--- src/rtl/sw_seq_pkg.sv ---
package sw_seq_pkg;

  localparam int CMD_W = 8;

  localparam logic [CMD_W-1:0] CMD_READ_ROM  = 8'h33;
  localparam logic [CMD_W-1:0] CMD_MATCH_ROM = 8'h55;
  localparam logic [CMD_W-1:0] CMD_SKIP_ROM  = 8'hCC;
  localparam logic [CMD_W-1:0] CMD_SEARCH    = 8'hF0;
  localparam logic [CMD_W-1:0] CMD_ALM_SRCH  = 8'hEC;

  typedef enum logic [2:0] {
    ST_WAIT_RST,
    ST_ROM_CMD,
    ST_ROM_MATCH,
    ST_ROM_READ,
    ST_FUNC_CMD,
    ST_HALT
  } seq_state_e;

  typedef enum logic [1:0] {
    RT_HALT,
    RT_FUNC,
    RT_MATCH,
    RT_READ
  } rom_route_e;

  // Where a ROM command byte sends the sequencer next.
  function automatic rom_route_e route_rom_cmd(input logic [CMD_W-1:0] code);
    rom_route_e r;
    case (code)
      CMD_SKIP_ROM:  r = RT_FUNC;
      CMD_MATCH_ROM: r = RT_MATCH;
      CMD_READ_ROM:  r = RT_READ;
      default:       r = RT_HALT;   // search, alarm search, unknown
    endcase
    return r;
  endfunction

  function automatic logic is_search_code(input logic [CMD_W-1:0] code);
    return (code == CMD_SEARCH) || (code == CMD_ALM_SRCH);
  endfunction

endpackage

--- src/rtl/sw_bit_shifter.sv ---
module sw_bit_shifter #(
  parameter int W = 8
) (
  input  logic         clk,
  input  logic         rst_n,
  input  logic         clear,
  input  logic         shift_en,
  input  logic         bit_in,
  output logic         done,
  output logic [W-1:0] word
);
  localparam int CW = (W > 1) ? $clog2(W) : 1;
  localparam logic [CW-1:0] LAST = CW'(W - 1);

  logic [CW-1:0] cnt_q;
  logic [W-1:0]  sh_q;
  logic [W-1:0]  sh_next;

  // LSB first: each new bit enters at the top and moves down.
  assign sh_next = {bit_in, sh_q[W-1:1]};
  assign word    = sh_next;
  assign done    = shift_en && !clear && (cnt_q == LAST);

  always_ff @(posedge clk or negedge rst_n) begin
    if (!rst_n) begin
      cnt_q <= '0;
      sh_q  <= '0;
    end else if (clear) begin
      cnt_q <= '0;
      sh_q  <= '0;
    end else if (shift_en) begin
      sh_q  <= sh_next;
      cnt_q <= (cnt_q == LAST) ? '0 : cnt_q + 1'b1;
    end
  end


  clear_empties_chk: assert property (@(posedge clk) disable iff (!rst_n)
    clear |=> (cnt_q == '0));

endmodule

--- src/rtl/sw_rom_cmp.sv ---
module sw_rom_cmp #(
  parameter int N = 64
) (
  input  logic         clk,
  input  logic         rst_n,
  input  logic         clear,
  input  logic         step,
  input  logic         cmp_en,
  input  logic         bit_in,
  input  logic [N-1:0] rom_code,
  output logic         mismatch,
  output logic         last
);
  localparam int IW = $clog2(N);
  localparam logic [IW-1:0] LAST_IDX = IW'(N - 1);

  logic [IW-1:0] idx_q;
  logic          exp_bit;

  assign exp_bit  = rom_code[idx_q];
  assign mismatch = step && !clear && cmp_en && (bit_in != exp_bit);
  assign last     = step && !clear && (idx_q == LAST_IDX);

  always_ff @(posedge clk or negedge rst_n) begin
    if (!rst_n)        idx_q <= '0;
    else if (clear)    idx_q <= '0;
    else if (step)     idx_q <= (idx_q == LAST_IDX) ? '0 : idx_q + 1'b1;
  end


  cmp_restart_chk: assert property (@(posedge clk) disable iff (!rst_n)
    clear |=> (idx_q == '0));

endmodule

--- src/rtl/sw_slave_seq.sv ---
module sw_slave_seq
  import sw_seq_pkg::*;
#(
  parameter int ROM_BITS = 64
) (
  input  logic                clk,
  input  logic                rst_n,
  input  logic                reset_seen,
  input  logic                bit_valid,
  input  logic                bit_in,
  input  logic [ROM_BITS-1:0] rom_code,
  output logic                presence_req,
  output logic [CMD_W-1:0]    rom_cmd,
  output logic                rom_cmd_valid,
  output logic                selected,
  output logic [CMD_W-1:0]    func_cmd,
  output logic                func_cmd_valid
);

  seq_state_e state_q;

  logic             in_byte_phase;
  logic             in_rom_phase;
  logic             byte_done;
  logic [CMD_W-1:0] byte_word;
  logic             rom_byte_done;
  logic             func_byte_done;
  logic             rom_step;
  logic             rom_mismatch;
  logic             rom_last;
  rom_route_e       route;

  assign in_byte_phase  = (state_q == ST_ROM_CMD) || (state_q == ST_FUNC_CMD);
  assign in_rom_phase   = (state_q == ST_ROM_MATCH) || (state_q == ST_ROM_READ);
  assign rom_step       = bit_valid && in_rom_phase;
  assign rom_byte_done  = byte_done && (state_q == ST_ROM_CMD);
  assign func_byte_done = byte_done && (state_q == ST_FUNC_CMD);
  assign route          = route_rom_cmd(byte_word);

  sw_bit_shifter #(.W(CMD_W)) u_shift (
    .clk      (clk),
    .rst_n    (rst_n),
    .clear    (reset_seen),
    .shift_en (bit_valid && in_byte_phase),
    .bit_in   (bit_in),
    .done     (byte_done),
    .word     (byte_word)
  );

  sw_rom_cmp #(.N(ROM_BITS)) u_cmp (
    .clk      (clk),
    .rst_n    (rst_n),
    .clear    (reset_seen),
    .step     (rom_step),
    .cmp_en   (state_q == ST_ROM_MATCH),
    .bit_in   (bit_in),
    .rom_code (rom_code),
    .mismatch (rom_mismatch),
    .last     (rom_last)
  );

  always_ff @(posedge clk or negedge rst_n) begin
    if (!rst_n) begin
      state_q        <= ST_WAIT_RST;
      presence_req   <= 1'b0;
      rom_cmd        <= '0;
      rom_cmd_valid  <= 1'b0;
      selected       <= 1'b0;
      func_cmd       <= '0;
      func_cmd_valid <= 1'b0;
    end else begin
      presence_req   <= reset_seen;
      rom_cmd_valid  <= 1'b0;
      func_cmd_valid <= 1'b0;
      if (reset_seen) begin
        state_q  <= ST_ROM_CMD;
        selected <= 1'b0;
      end else begin
        case (state_q)
          ST_ROM_CMD: if (rom_byte_done) begin
            rom_cmd       <= byte_word;
            rom_cmd_valid <= 1'b1;
            case (route)
              RT_FUNC:  begin state_q <= ST_FUNC_CMD; selected <= 1'b1; end
              RT_MATCH: state_q <= ST_ROM_MATCH;
              RT_READ:  state_q <= ST_ROM_READ;
              default:  state_q <= ST_HALT;
            endcase
          end
          ST_ROM_MATCH: if (rom_mismatch) begin
            state_q <= ST_HALT;
          end else if (rom_last) begin
            state_q  <= ST_FUNC_CMD;
            selected <= 1'b1;
          end
          ST_ROM_READ: if (rom_last) begin
            state_q  <= ST_FUNC_CMD;
            selected <= 1'b1;
          end
          ST_FUNC_CMD: if (func_byte_done) begin
            func_cmd       <= byte_word;
            func_cmd_valid <= selected;
            state_q        <= ST_HALT;
          end
          default: ;
        endcase
      end
    end
  end


  presence_follows_chk: assert property (@(posedge clk) disable iff (!rst_n)
    reset_seen |=> presence_req);


  presence_cause_chk: assert property (@(posedge clk) disable iff (!rst_n)
    presence_req |-> $past(reset_seen));


  reset_deselects_chk: assert property (@(posedge clk) disable iff (!rst_n)
    reset_seen |=> !selected);


  func_needs_sel_chk: assert property (@(posedge clk) disable iff (!rst_n)
    func_cmd_valid |-> selected);


  skip_selects_chk: assert property (@(posedge clk) disable iff (!rst_n)
    (rom_cmd_valid && rom_cmd == CMD_SKIP_ROM) |-> selected);


  search_parks_chk: assert property (@(posedge clk) disable iff (!rst_n)
    (rom_cmd_valid && is_search_code(rom_cmd)) |-> (state_q == ST_HALT && !selected));


  rom_valid_pulse_chk: assert property (@(posedge clk) disable iff (!rst_n)
    rom_cmd_valid |=> !rom_cmd_valid);

endmodule

--- config.mk ---
export PLATFORM = sky130hd
export DESIGN_NAME = sw_slave_seq
export DESIGN_NICKNAME = d
export VERILOG_FILES = /design/src/rtl/sw_seq_pkg.sv /design/src/rtl/sw_bit_shifter.sv /design/src/rtl/sw_rom_cmp.sv /design/src/rtl/sw_slave_seq.sv
export SDC_FILE = /design/constraint.sdc
export NUM_CORES = 1
export LEC_CHECK = 0
export BUFFER_PORTS_ARGS = -buffer_cell sky130_fd_sc_hd__buf_2
export CAP_MARGIN = 25
export CELL_PAD_IN_SITES_DETAIL_PLACEMENT = 0
export CELL_PAD_IN_SITES_GLOBAL_PLACEMENT = 2
export CORE_UTILIZATION = 28
export DETAILED_ROUTE_END_ITERATION = 6
export PLACE_DENSITY_LB_ADDON = 0.3
export SYNTH_ARGS = -nofsm -noshare
export SYNTH_HDL_FRONTEND = slang
export SYNTH_HIERARCHICAL = 1
export SYNTH_SLANG_ARGS = --single-unit
--- constraint.sdc ---
create_clock -name clk -period 2.68 [get_ports clk]
set_input_delay 0.536 -clock clk [delete_from_list [all_inputs] [get_ports clk]]
set_output_delay 0.536 -clock clk [all_outputs]
set_load 0.02 [all_outputs]
==> summary.md <==
| Metric | Value |
|---|---|
| Status | `finished, violations left` |
| Failing checks | `DRC, setup timing` |
| Area grow syn2layout | `30.4%` |
| Placement Cell Area | `3130 µm²` |
| Post-synth EDFFs | `0` |
| First-pass GRT wire length | `10.5 mm` |
| Count of cell types in the netlist | `50` |
| Slew margin rel. | `0.416` |
| Pre-Repair DR Iteration Count | `7` |
| Root Driver | `clkbuf_8` |
| RSZ-0062 raised after global routing | `yes` |
| FF-to-FF path depth | `14` |
| Worst vdd ir | `0.000224 V` |
| Iter 0 DRT Violations | `74` |
| Yosys Warn Count | `6` |
| Synth Flop Type | `dfrtp_1` |
| Row count | `34` |
| Synth async-reset ratio | `1.00` |
| Clock Sinks | `39` |
| Synth Register Bits | `39` |
| Clk_skew | `0.00974 ns` |
| Total chip power | `0.00121 W` |
| Final Critical Period | `2.71 ns` |
| GRT Util Overall | `0.137` |
| WL final | `6.26 mm` |
| WL/cell | `14.7 µm` |
| Antenna Violating Nets Remaining | `0` |
| Seq/Total Area, Yosys | `0.381` |
| CTS clock-pin slew for the worst setup and hold paths | `0.09 ns` |
| Area of the multi-input gates | `1480 µm²` |
| Maxcap violations | `0` |
| Initial antenna violation count | `0` |
| Kind of end point of the critical path | `register` |
| Top post-synthesis cells by area | `dfrtp_1 38%, mux4_1 10%, mux2i_1 5.5%` |
| P per Cell Area | `364 nW/µm²` |
| H-tree levels | `2` |
| Worst-skew pair later-pin latency | `0.29 ns` |
| Setup-failing EPs final | `1` |
| FF-to-FF End | `state_q[0]` |
| Mapped Area | `2560 µm²` |
| Sequential cell area | `976 µm²` |
| Setup WS post-layout | `-0.0302 ns` |
| Clock Path Buffers | `2` |
| Worst Hold Class | `in -> async` |
| Post-cts hold buffer count | `0` |
| Final period util | `1.01` |
| Fill count | `894` |
| Congestion Overflow GR | `0` |
| Placed cell count | `418` |
| Final instance area | `3340 µm²` |
| GPL Wtd Cong | `0.777` |
| Count leader, synth | `dfrtp_1` |
| Worst setup SP type | `register` |
| Pin slew with the least headroom to its limit | `0.877 ns` |
| Post-DP HPWL | `4.70 mm` |
| CP Max Fanout | `6` |
| Final nets | `391` |
| Pleak | `1.59 nW` |
| Vias in the first global route | `2122` |
| Pin count of the biggest net entering global routing | `40` |
| Final Hold Fails | `0` |
| Slew Limit Fails | `0` |
| Cell Count, Final, Fillers Out | `427` |
| Avg Vias per Cell | `4.90` |
| Die Height | `97.6 µm` |
| Share of layout cells above drive strength 1 | `0.502` |
| ANT cells | `0` |
| Vias | `2094` |
| Fmax achieved | `369 MHz` |
| CP Class | `reg -> reg` |
| Yosys top cell area share | `0.381` |
| Finished Core Util | `0.379` |
| Cells after Synth | `219` |
| Syn_nets | `292` |
| WP data arrival | `2.88 ns` |
| Initial Util | `0.291` |
| Final hold slack | `0.357 ns` |
| Die X | `97.6 µm` |
| DIE AREA | `9530 µm²` |
| DR DRC count | `22` |
| CTS tree | `built` |
| Top post-synthesis cells by count | `39 x dfrtp_1, 24 x nor2_1, 14 x mux2i_1` |
| Post-synthesis average cell area | `11.7 µm²` |
| CTS buffer count | `5` |
| Largest area contributor in the netlist | `dfrtp_1` |
| Core area | `8810 µm²` |
| R2r startpoint | `u_cmp/idx_q[0]` |
| Data required, critical path | `2.85 ns` |
| Port bufs | `88` |
| Ports | `89` |
| Reg-to-reg slack, setup | `-0.03 ns` |
-- critical path, stage by stage, from the launching register on --
cell and delay (ns):
dfrtp_1 0.40, buf_6 0.15, buf_6 0.12, buf_6 0.11, mux2_2 0.33, o2bb2ai_1 0.13
a211o_1 0.24, a31oi_2 0.17, or3_4 0.17, a21oi_4 0.05, inv_2 0.08, o31ai_4 0.06
a211o_1 0.31, a31oi_1 0.17, o211ai_1 0.10
-- layout by cell type, fill, tap and decap left out, types with 6 or more instances in the layout --
master   count
buf_6        6
buf_4       15
nor2_1      24
mux2_2      12
nor2b_1      6
nand2_1     11
buf_2       88
mux2_4       8
mux2i_1     14
dfrtp_1     39
mux4_2       8
-- worst max path at each step --
stage | from | end | slack (ns) | cells after the start
after floorplan | u_cmp/idx_q[0] | state_q[2] | 0.001 | 14
after global placement | rom_code[17] | state_q[2] | -0.32 | 11
after detailed placement | rom_code[25] | state_q[2] | -0.37 | 11
after CTS | u_cmp/idx_q[0] | state_q[0] | -0.008 | 11
after global routing | u_cmp/idx_q[0] | state_q[0] | -0.19 | 14
final | u_cmp/idx_q[0] | state_q[0] | -0.03 | 14
-- per-layer routing --
layer / wire (µm) / global-route usage / vias to the layer above
li1: - / - / 1014
met4: 26 / 0.0245 / 0
met3: 357 / 0.0237 / 2
met1: 2980 / 0.189 / 1015
met5: 0 / 0 / -
met2: 2900 / 0.225 / 63
-- power breakdown --
group	internal [W]	leakage [nW]	switching, W	total [W]
Combinational	0.0000674	0.997	0.0000520	0.000119
Clock	0.000278	0.0581	0.000220	0.000498
Sequential	0.000593	0.535	0.00000466	0.000597
-- flip-flops by register name, indices dropped and copies added, names as in the netlist --
register / cells
func_cmd: 8
u_shift/cnt_q: 3
selected: 1
presence_req: 1
func_cmd_valid: 1
rom_cmd: 8
rom_cmd_valid: 1
u_shift/sh_q: 7
state_q: 3
u_cmp/idx_q: 6
-- cells by family after synthesis --
kind of cell | count (synthesis) | synth area share
AOI/OAI and AO/OA | 34 | 0.0934
xor gates and xnor gates | 3 | 0.0103
adders and majority gates | 4 | 0.0196
buffers and inverters | 22 | 0.0694
DFF | 39 | 0.381
muxes | 46 | 0.275
and+or+nand+nor | 71 | 0.152
-- timing repair --
item | in CTS | in global routing
pin swaps | 13 | 3
resized for setup | 28 | 2
setup endpoints to repair | 3 | 4
buffers inserted | 1 | 0
-- per-stage QoR --
step            TNS, ns  setup slack [ns]
5_1_grt          -0.440            -0.192
4_1_cts        -0.00848          -0.00848
3_3_place_gp     -0.822            -0.320
6_report        -0.0302           -0.0302
3_5_place_dp     -0.938            -0.367
2_1_floorplan         0           0.00137
-- layout make-up --
| cell class | count | share of cell area |
|---|---|---|
| multi-input cells | 158 | 0.442 |
| inverters | 5 | 0.00562 |
| clock inverters | 3 | 0.0131 |
| clock buffers | 5 | 0.0206 |
| repair buffers | 109 | 0.186 |
| well taps | 108 | 0.0405 |
| flip-flops and latches | 39 | 0.292 |
Power figures use the tool's default switching activity.
